--- config.mk ---
export PLATFORM = sky130hd
export DESIGN_NAME = spi_irq_ctrl
export DESIGN_NICKNAME = d
export VERILOG_FILES = /design/src/rtl/spi_irq_pkg.sv /design/src/rtl/spi_irq_timeout.sv /design/src/rtl/spi_irq_flags.sv /design/src/rtl/spi_irq_ctrl.sv
export SDC_FILE = /design/constraint.sdc
export NUM_CORES = 1
export LEC_CHECK = 0
export BUFFER_PORTS_ARGS = -buffer_cell sky130_fd_sc_hd__buf_2
export CAP_MARGIN = 10
export CORE_MARGIN = 2
export CORE_UTILIZATION = 35
export CTS_BUF_LIST = sky130_fd_sc_hd__clkbuf_8 sky130_fd_sc_hd__clkbuf_16
export DETAILED_ROUTE_END_ITERATION = 6
export SLEW_MARGIN = 20
export SYNTH_ARGS = -nofsm -noshare
export SYNTH_HDL_FRONTEND = slang
export SYNTH_HIERARCHICAL = 1
export SYNTH_SLANG_ARGS = --single-unit
--- constraint.sdc ---
create_clock -name clk -period 1.6 [get_ports clk]
set_clock_uncertainty 0.05 [all_clocks]
set_input_delay 0.24 -clock clk [delete_from_list [all_inputs] [get_ports clk]]
set_output_delay 0.24 -clock clk [all_outputs]
set_load 0.05 [all_outputs]
--- src/rtl/spi_irq_pkg.sv ---
package spi_irq_pkg;
    typedef enum logic [1:0] {
        TMO_EMPTY = 2'd0,
        TMO_COUNT = 2'd1,
        TMO_FIRED = 2'd2
    } tmo_state_e;

    localparam int SRC_OVR  = 0;
    localparam int SRC_TMO  = 1;
    localparam int SRC_RXH  = 2;
    localparam int SRC_TXH  = 3;
    localparam int NUM_SRC  = 4;

    localparam logic [2:0] OFS_MASK   = 3'd0;
    localparam logic [2:0] OFS_RAW    = 3'd1;
    localparam logic [2:0] OFS_MASKED = 3'd2;
    localparam logic [2:0] OFS_CLEAR  = 3'd3;
    localparam logic [2:0] OFS_STATUS = 3'd4;
endpackage

--- src/rtl/spi_irq_timeout.sv ---
module spi_irq_timeout
    import spi_irq_pkg::*;
#(
    parameter int DEPTH        = 8,
    parameter int TIMEOUT_BITS = 32,
    localparam int LVL_W = $clog2(DEPTH + 1),
    localparam int CNT_W = (TIMEOUT_BITS > 1) ? $clog2(TIMEOUT_BITS) : 1
) (
    input  logic             clk,
    input  logic             rst_n,
    input  logic [LVL_W-1:0] rx_level,
    input  logic             rx_frame,
    input  logic             rx_read,
    input  logic             bit_tick,
    output logic             tmo_fire
);
    localparam logic [CNT_W-1:0] LAST = CNT_W'(TIMEOUT_BITS - 1);

    tmo_state_e       st_q, st_d;
    logic [CNT_W-1:0] cnt_q, cnt_d;
    logic             has_data, restart;

    assign has_data = (rx_level != '0);
    assign restart  = rx_read | rx_frame;

    always_ff @(posedge clk or negedge rst_n) begin
        if (!rst_n) begin
            st_q  <= TMO_EMPTY;
            cnt_q <= '0;
        end else begin
            st_q  <= st_d;
            cnt_q <= cnt_d;
        end
    end

    always_comb begin
        st_d     = st_q;
        cnt_d    = cnt_q;
        tmo_fire = 1'b0;
        unique case (st_q)
            TMO_EMPTY: begin
                cnt_d = '0;
                if (has_data) st_d = TMO_COUNT;
            end
            TMO_COUNT: begin
                if (!has_data) begin
                    st_d  = TMO_EMPTY;
                    cnt_d = '0;
                end else if (restart) begin
                    cnt_d = '0;
                end else if (bit_tick) begin
                    if (cnt_q == LAST) begin
                        st_d     = TMO_FIRED;
                        cnt_d    = '0;
                        tmo_fire = 1'b1;
                    end else begin
                        cnt_d = cnt_q + 1'b1;
                    end
                end
            end
            TMO_FIRED: begin
                cnt_d = '0;
                if (!has_data)    st_d = TMO_EMPTY;
                else if (restart) st_d = TMO_COUNT;
            end
            default: begin
                st_d  = TMO_EMPTY;
                cnt_d = '0;
            end
        endcase
    end

    AST_FIRE_NEEDS_DATA: assert property (@(posedge clk) disable iff (!rst_n)
        tmo_fire |-> (has_data && !restart && bit_tick));
    AST_CNT_IN_RANGE: assert property (@(posedge clk) disable iff (!rst_n)
        cnt_q <= LAST);
endmodule

--- src/rtl/spi_irq_flags.sv ---
module spi_irq_flags
    import spi_irq_pkg::*;
#(
    parameter int DEPTH = 8,
    localparam int LVL_W = $clog2(DEPTH + 1),
    localparam int HALF  = DEPTH / 2
) (
    input  logic               clk,
    input  logic               rst_n,
    input  logic [LVL_W-1:0]   rx_level,
    input  logic [LVL_W-1:0]   tx_level,
    input  logic               rx_frame,
    input  logic               tmo_fire,
    input  logic               clr_ovr,
    input  logic               clr_tmo,
    output logic [NUM_SRC-1:0] raw
);
    logic ovr_q, tmo_q, ovr_set;
    logic [LVL_W-1:0] tx_free;

    assign ovr_set = rx_frame && (rx_level == LVL_W'(DEPTH));
    assign tx_free = LVL_W'(DEPTH) - tx_level;

    always_ff @(posedge clk or negedge rst_n) begin
        if (!rst_n) begin
            ovr_q <= 1'b0;
            tmo_q <= 1'b0;
        end else begin
            ovr_q <= ovr_set  | (ovr_q & ~clr_ovr);
            tmo_q <= tmo_fire | (tmo_q & ~clr_tmo);
        end
    end

    always_comb begin
        raw          = '0;
        raw[SRC_OVR] = ovr_q;
        raw[SRC_TMO] = tmo_q;
        raw[SRC_RXH] = (rx_level >= LVL_W'(HALF));
        raw[SRC_TXH] = (tx_free  >= LVL_W'(HALF));
    end

    AST_OVR_SETS: assert property (@(posedge clk) disable iff (!rst_n)
        ovr_set |=> raw[SRC_OVR]);
    AST_OVR_HOLDS: assert property (@(posedge clk) disable iff (!rst_n)
        (raw[SRC_OVR] && !clr_ovr) |=> raw[SRC_OVR]);
    AST_OVR_CLEARS: assert property (@(posedge clk) disable iff (!rst_n)
        (clr_ovr && !ovr_set) |=> !raw[SRC_OVR]);
    AST_TMO_SET_WINS: assert property (@(posedge clk) disable iff (!rst_n)
        (tmo_fire && clr_tmo) |=> raw[SRC_TMO]);
endmodule

--- src/rtl/spi_irq_ctrl.sv ---
module spi_irq_ctrl
    import spi_irq_pkg::*;
#(
    parameter int DEPTH        = 8,
    parameter int TIMEOUT_BITS = 32,
    localparam int LVL_W = $clog2(DEPTH + 1)
) (
    input  logic             clk,
    input  logic             rst_n,
    input  logic [LVL_W-1:0] tx_level,
    input  logic [LVL_W-1:0] rx_level,
    input  logic             rx_frame,
    input  logic             rx_read,
    input  logic             bit_tick,
    input  logic             busy,
    input  logic             reg_we,
    input  logic [2:0]       reg_addr,
    input  logic [7:0]       reg_wdata,
    output logic [7:0]       reg_rdata,
    output logic             irq
);
    logic [NUM_SRC-1:0] mask_q, raw, masked;
    logic               tmo_fire, clr_wr, irq_q;
    logic [4:0]         status;

    assign clr_wr = reg_we && (reg_addr == OFS_CLEAR);

    spi_irq_timeout #(.DEPTH(DEPTH), .TIMEOUT_BITS(TIMEOUT_BITS)) u_timeout (
        .clk      (clk),
        .rst_n    (rst_n),
        .rx_level (rx_level),
        .rx_frame (rx_frame),
        .rx_read  (rx_read),
        .bit_tick (bit_tick),
        .tmo_fire (tmo_fire)
    );

    spi_irq_flags #(.DEPTH(DEPTH)) u_flags (
        .clk      (clk),
        .rst_n    (rst_n),
        .rx_level (rx_level),
        .tx_level (tx_level),
        .rx_frame (rx_frame),
        .tmo_fire (tmo_fire),
        .clr_ovr  (clr_wr & reg_wdata[0]),
        .clr_tmo  (clr_wr & reg_wdata[1]),
        .raw      (raw)
    );

    assign masked = raw & mask_q;
    assign status = {busy,
                     rx_level == LVL_W'(DEPTH),
                     rx_level != '0,
                     tx_level != LVL_W'(DEPTH),
                     tx_level == '0};

    always_ff @(posedge clk or negedge rst_n) begin
        if (!rst_n) begin
            mask_q <= '0;
            irq_q  <= 1'b0;
        end else begin
            if (reg_we && reg_addr == OFS_MASK) mask_q <= reg_wdata[NUM_SRC-1:0];
            irq_q <= |masked;
        end
    end

    assign irq = irq_q;

    always_comb begin
        reg_rdata = '0;
        unique case (reg_addr)
            OFS_MASK:   reg_rdata[NUM_SRC-1:0] = mask_q;
            OFS_RAW:    reg_rdata[NUM_SRC-1:0] = raw;
            OFS_MASKED: reg_rdata[NUM_SRC-1:0] = masked;
            OFS_STATUS: reg_rdata[4:0]         = status;
            default:    reg_rdata              = '0;
        endcase
    end

    AST_IRQ_RISES: assert property (@(posedge clk) disable iff (!rst_n)
        (|masked) |=> irq);
    AST_IRQ_FALLS: assert property (@(posedge clk) disable iff (!rst_n)
        !(|masked) |=> !irq);
    AST_MASK_WRITE: assert property (@(posedge clk) disable iff (!rst_n)
        (reg_we && reg_addr == OFS_MASK) |=> (mask_q == $past(reg_wdata[NUM_SRC-1:0])));
endmodule

### Word level (Yosys, flattened, before mapping)

Index checks and enable logic that the tools add are counted.

* $add $sub $neg: 2
* magnitude comparators: 2
* equality and inequality tests: 15
* mux-type cells: 20
* bitwise logic cells: 10
* reduce and logical (&&, ||, !) cells: 9

Operators with widths (number)
* 5-bit 2-to-1 mux: 5
* 4-bit one-hot mux with 4 select lines: 1
* 2-bit 2-to-1 mux: 7
* 3-bit != test (second input constant): 4
* 4-bit by 3-bit greater-or-equal comparator with 1-bit output (second input constant): 2
* 4-bit != test (second input constant): 2
* 3-bit by 2-bit == test with 1-bit output (second input constant): 2
* 1-bit 2-to-1 mux: 6
* 2-bit one-hot mux with 3 select lines: 1
* 5-bit by 1-bit adder with 5-bit output (second input constant): 1
* 5-bit == test (second input constant): 1
* 5-bit AND reduction: 1
* 1-bit AND: 4
* 4-bit AND: 1
* 4-bit == test (second input constant): 1
* 4-bit logical NOT: 1
* 4-bit nonzero test: 1
* 4-bit OR reduction: 1
* 4-bit subtractor (first input constant): 1
* 3-bit by 1-bit == test with 1-bit output (second input constant): 1
* 3-bit == test (second input constant): 1
* 1-bit logical AND: 3
* 3-bit logical NOT: 1
* 1-bit bitwise OR: 3
* 5 further kinds: 6

* register bits: 14
* bits of input ports: 26
* output and inout port bits: 9
* word-level logic and storage cells: 64

### Logic depth before layout (Yosys ltp)

Gate-level depths: netlist of run 1.

* depth after elaboration: 7
* gate-level depth with buffers: 6
* mapped depth without buffers: 6

### Modules after synthesis

Netlist of run 1, hierarchy kept.

By module, submodules not included
* spi_irq_ctrl: times used 1, cells an instance 42, area an instance 422.9 um2, seq. area each 125.1 um2
* spi_irq_timeout: times used 1, cells an instance 40, area an instance 415.4 um2, seq. area each 175.2 um2
* spi_irq_flags: times used 1, cells an instance 14, area an instance 128.9 um2, seq. area each 50.0 um2

### Least setup slack after synthesis of run 1

No wires, ideal clock.

* path type: input-to-output
* from: input port tx_level[1]
* to: output port reg_rdata[3]
* data arrival time: 1507 ps
* data required time: 1310 ps
* setup slack: -197 ps
* cell stages on the path: 4
* buffers on the path: 0
* cells stage by stage: nor2_1 mux2i_1 mux2i_1 o221ai_1

* word-level cells in the longest chain between the ends: 4

Ends and longest elaborated chain
* from (decl): line spi_irq_ctrl.sv:10 `input logic [LVL_W-1:0] tx_level,`
* 4-bit subtractor *: line spi_irq_flags.sv:22 `assign tx_free = LVL_W'(DEPTH) - tx_level;`
* 4-bit by 3-bit greater-or-equal comparator with 1-bit output *: line spi_irq_flags.sv:39 `raw[SRC_TXH] = (tx_free >= LVL_W'(HALF));`
* named net raw[3]: line spi_irq_ctrl.sv:22 `logic [NUM_SRC-1:0] mask_q, raw, masked;`
* 4-bit AND: line spi_irq_ctrl.sv:50 `assign masked = raw & mask_q;`
* 4-bit one-hot mux with 4 select lines *: line spi_irq_ctrl.sv:71 `unique case (reg_addr)`
* to (decl): line spi_irq_ctrl.sv:19 `output logic [7:0] reg_rdata,`

Mark *: on every way through the listed nets, which the timed path passes. The rest lies on a longest branch.

### Worst setup path in the final report of run 1

Same ends and word-level chain as after synthesis.

==> results of run 1 <==
## layer usage
| layer | up-vias | share of wire [%] | track usage [%] | wire length, µm |
|---|---|---|---|---|
| li1 | 414 | - | - | - |
| met1 | 396 | 41 | 15.5 | 847 |
| met2 | 31 | 50 | 25.7 | 1040 |
| met3 | 4 | 7.5 | 2.53 | 155 |
| met4 | 0 | 1.3 | 7.82 | 27 |
| met5 | - | 0 | 0 | 0 |
## stage by stage
| step | instances | power [mW] | util, % |
|---|---|---|---|
| after global placement | 154 | 0.692 | 42.9 |
| after detailed placement | 154 | 0.700 | 42.9 |
| after floorplan | 98 | 0.629 | - |
| after global routing | 161 | 1.11 | 46.7 |
| final | 161 | 1.04 | 46.7 |
| after CTS | 160 | 1.04 | 45.7 |
## power by group
part	switching, mW	total (mW)	internal [mW]
Combinational	0.182	0.292	0.110
Sequential	0.0224	0.414	0.392
Clock	0.118	0.335	0.217
Total	0.322	1.04	0.720
## flip-flops by register name, indices dropped and copies added (netlist names)
name	flops
u_timeout/cnt_q	5
mask_q	4
u_timeout/st_q	2
irq	1
u_flags/ovr_q	1
u_flags/tmo_q	1
## kinds of logic after synthesis
logic type	share of synthesized area, %
AOI/OAI and AO/OA	11.4
adders and majority gates	2.59
buffers and inverters	7.37
DFF	36.2
muxes	13.1
other	0.388
and+or+nand+nor	29.0
## cell usage after synthesis, types with 3 or more instances
cell type,count,area (µm²)
and2_1,3,18.8
buf_4,5,37.5
dfrtp_1,14,350
inv_1,3,11.3
mux2_2,5,56.3
mux2i_1,7,70.1
nand2_1,7,26.3
nand3_1,4,20.0
nor2_1,8,30.0
nor2b_1,3,18.8
nor3_1,3,15.0
o221ai_1,4,35.0
or2_2,3,18.8
## cell type report
cell class,instances,area [µm²]
Clock buffer,4,55.1
Inverter,3,11.3
Timing Repair Buffer,35,204
Tap cell,31,38.8
Fill cell,265,1430
Multi-Input combinational cell,74,594
Sequential cell,14,350
## layout by cell type (no fill, tap or decap), drive strengths merged, types with 2 or more instances in the layout
cell    count
o221ai      4
clkbuf      4
nor2        8
nand3       5
inv         3
nand2       7
nor2b       3
mux2i       7
nand4       2
or2         3
buf        34
a21oi       2
and2        3
o41ai       2
mux2        5
conb        3
nor3        3
dfrtp      14
a31oi       2
ha          2
## worst min-delay path by stage
stage                             from                        endpoint  depth (start not counted)  slack [ns]
after floorplan                  rst_n                   irq$_DFF_PN0_                          0       -0.11
after global placement           rst_n  u_timeout/cnt_q[1]$_DFFE_PN0P_                          1         0.1
after detailed placement         rst_n  u_timeout/cnt_q[0]$_DFFE_PN0P_                          1        0.10
after CTS                 reg_wdata[2]           mask_q[2]$_DFFE_PN0P_                          2        0.18
after global routing      reg_wdata[2]           mask_q[2]$_DFFE_PN0P_                          2        0.19
final                     reg_wdata[2]           mask_q[2]$_DFFE_PN0P_                          2        0.18
## timing repair
action | 4_1_cts | 5_1_grt
pin swaps | 2 | 5
endpoints found under the setup margin | 2 | 6
endpoints found under the hold margin | 14 | 0
resized for setup | 1 | 4
hold buffers | 1 | 0
setup buffers | 1 | 1
## worst register-to-register path: cells and delay by family (launching register included)
family                   cells  cell delay (ns)
adder cells (fa/ha/maj)      2             0.34
AO/OA/AOI/OAI                1             0.14
flip-flops                   1             0.38
AND/OR/NAND/NOR              3             0.58
==> reports/metrics.cfg, run 1 <==
[run_status]
outcome=finished with violations
failed_checks=setup timing

[floorplan]
chipWidth_um=56.6
rows=19
die_h_um=56.6
start_util_pct=36.0
ios=35
core-area_um2=2690
dieArea_um2=3200

[global_route]
grt_max_degree=15
grt_pass1_vias=858
grt_remaining_overflow=0
grt_pass1_wl_um=3570
grt_use_total_pct=14.3
antenna_found_initial=0

[timing]
final_hold_viol_count=0
worst_slack_ns=-0.00286
setup_violations=1
slew_violations=0
setup-tns-final_ns=-0.00286
fmax_ghz=0.624
grt_setup_unrepaired=true
min_period_ns=1.60
fin_crit_sh_pct=100
hold_ws_ns=0.182

[route]
ant_nets=0
wl_um=2070
drt-pass1-iter-count=4
drt_iter0_drc=30
num_vias=845
routedWlPerCell_um=12.8
vias_per_cell=5.25
drc=0

[synth]
ys.flop_type=dfrtp_1
synth_edf_count=0
syn_inst=96
seq_area_frac_synth_pct=36.2
yosysWarnings=6
synth_area_um2=967
synthDistinctLibCells=34
ys_ff_latch=14
avgSynthCellArea_um2=10.1
synth-async-reset-ratio_pct=100

[critical_path]
worstSetupStartpoint=tx_level[1]
crit_end=reg_rdata[3]
rr_startpoint=u_timeout/cnt_q[1]$_DFFE_PN0P_
worst_setup_path_start_kind=input port
cp_num_buf_inv=2
ff2ff_path_depth=6
end_kind=output port
arrival_ns=1.31
regToRegEndpoint=u_timeout/cnt_q[3]$_DFFE_PN0P_
required_ns=1.31
path_depth=6
worst-path-max-fanout=3
critPathTopFamily=buffers and inverters
crit_type=in2out
r2r_setup_slack_ns=0.03
critical_path.max_stage_delay_ns=0.29
path_cells=buf_2, nor2_2, mux2i_1, nand2_1, o221ai_1, buf_4
crit_slowest_cell=mux2i_1

[clock_network]
cts_tree=yes
cts_root_buf=clkbuf_8
cts_sinks=14
clk_latency_ns=0.24
cts_inserted_buffers=3
path_clk_slew_ns=0.06
cts.htree.levels=1
clk_path_buf_depth=2

[min_path]
min_path_type=in2reg

[cells_and_area]
syn_to_final_growth_pct=29.6
finalNetCount=159
drive_above_1_share_pct=46.2
num_antenna_cells=0
design_area_um2=1250

[place]
place_ws_ns=-0.0131
dpl.hpwl_um=1660
routabilityCongestion=0.850
placed_cell_area_um2=1150
portBuffers=27

[power]
cellPowerDensity_nw_per_um2=831
p_leak_nw=0.573
irDropWorstVdd_v=0.000612

[flow_run]
cap_violations=0

Power figures use the tool's default switching activity.
==> run 2: changes to the inputs <==
- CORE_UTILIZATION: 35 -> 30
==> run 2 against run 1 <==
  * The flow still finishes with violations (setup timing)
  * Via count is 1.2% lower
  * Utilization is 4.6 points lower
  * Final area is 2.4% higher
  * Count of clock-buffer cells in the layout stayed put
  * Critical path depth is 1 higher
  * Routed wire length is 2.2% higher
  * Combinational power is 2% lower
  * Die area is 15% higher
  * Sequential cell count stayed put
  * Final cell count is 6.8% higher
  * Largest power group unchanged
  * Highest routed layer is now met3
==> reports/metrics.cfg, run 2 (synthesis gave the netlist of run 1 again) <==
[global_route]
grt_pass1_vias=800
grt_max_degree=15
grt_use_total_pct=11.6
grt_pass1_wl_um=3290
antenna_found_initial=0
grt_remaining_overflow=0

[cells_and_area]
num_antenna_cells=0
finalNetCount=157
fin_cells=172
largest_register_ffs=5
reg_top3=u_timeout/cnt_q (5), mask_q (4), u_timeout/st_q (2)
post-route-util_pct=42.0
drive_above_1_share_pct=47.7
largest_register=u_timeout/cnt_q
final_cell_mix=26 x buf_2, 14 x dfrtp_1, 8 x nor2_1, 7 x nand2_1, 7 x mux2i_1
syn_to_final_growth_pct=32.7
final_common_cell=buf_2
design_area_um2=1280

[critical_path]
path_cells=ha_2, and3_4, ha_4, buf_6, nor4bb_2, a21oi_1, nor2_1
crit_slowest_cell=dfrtp_1
worst-path-max-fanout=5
arrival_ns=1.74
critical_path.max_stage_delay_ns=0.38
required_ns=1.71
worst_setup_path_start_kind=flip-flop
crit_type=reg2reg
end_kind=flip-flop
ff2ff_path_depth=7

[floorplan]
die_h_um=60.8
core-area_um2=3050
dieArea_um2=3690
chipWidth_um=60.8
start_util_pct=31.7
ios=35
rows=20

[power]
p_leak_nw=0.568
cellPowerDensity_nw_per_um2=808
power_mw=1.04
irDropWorstVdd_v=0.000375

[timing]
setup-tns-final_ns=-0.0218
slew_violations=0
min_period_ns=1.62
worst_slack_ns=-0.0218
hold_ws_ns=0.195
setup_violations=1
final_hold_viol_count=0
fin_crit_sh_pct=101
grt_setup_unrepaired=true
fmax_ghz=0.617

[min_path]
min_path_type=in2reg
whs_path_depth=2

[clock_network]
cts_root_buf=clkbuf_8
cts_tree=yes
cts.htree.levels=1
cts_inserted_buffers=3
clk_latency_ns=0.24
path_clk_slew_ns=0.06
cts_setup_buffers=0
clk_path_buf_depth=2
cts_sinks=14

[run_status]
outcome=finished with violations
failed_checks=setup timing

[route]
num_vias=835
drc=0
vias_per_cell=4.85
ant_nets=0
routedWlPerCell_um=12.3
drt-pass1-iter-count=4
drt_iter0_drc=41
wl_um=2110

[place]
portBuffers=27
placed_cell_area_um2=1170
place_ws_ns=-0.0138
routabilityCongestion=0.867
dpl.hpwl_um=1650
place_inst=167

[flow_run]
cap_violations=0

==> run 2: path summary, 6_finish.rpt <==
path | start | endpoint | slack, ns
max in group asynchronous | rst_n | mask_q[0]$_DFFE_PN0P_ | 0.88
worst min register to register | u_flags/tmo_q$_DFF_PN0_ | u_flags/tmo_q$_DFF_PN0_ | 0.46
worst max-delay path | u_timeout/cnt_q[0]$_DFFE_PN0P_ | u_timeout/cnt_q[2]$_DFFE_PN0P_ | -0.02
worst max register to register | u_timeout/cnt_q[0]$_DFFE_PN0P_ | u_timeout/cnt_q[2]$_DFFE_PN0P_ | -0.02
worst min-delay path | reg_wdata[3] | mask_q[3]$_DFFE_PN0P_ | 0.20
min in group asynchronous | rst_n | u_timeout/cnt_q[4]$_DFFE_PN0P_ | 0.38
==> run 2: area by class of cell <==
| class | count | area, µm² |
|---|---|---|
| well taps | 44 | 55.1 |
| clock buffers | 4 | 55.1 |
| repair buffers | 33 | 189 |
| inverters | 3 | 11.3 |
| flip-flops and latches | 14 | 350 |
| fillers | 315 | 1770 |
| multi-input cells | 74 | 623 |
==> run 2: layer usage <==
layer	wire, µm	global-route usage, %
met4	0	1.86
met3	128	1.28
met5	0	0
met2	1110	23.0
met1	870	13.5
==> run 2: repair_timing <==
item                       4_1_cts  5_1_grt
hold buffers                     1        0
pin swaps                        1        5
hold endpoints to repair        14        0
setup endpoints to repair        3        5
resized for setup                1        8
==> run 2: report_power, final <==
group	internal (mW)	total [mW]	leakage [nW]	switching, mW
Combinational	0.106	0.287	0.362	0.181
Sequential	0.392	0.416	0.177	0.0237
Clock	0.217	0.334	0.0288	0.117
==> run 2: worst max-delay path, delay by kind of cell, from the launching register on <==
kind | cells | cell delay [ns]
adder cells (fa/ha/maj) | 2 | 0.36
AO/OA/AOI/OAI | 1 | 0.08
flip-flops | 1 | 0.38
AND/OR/NAND/NOR | 3 | 0.58
buffers and inverters | 1 | 0.12
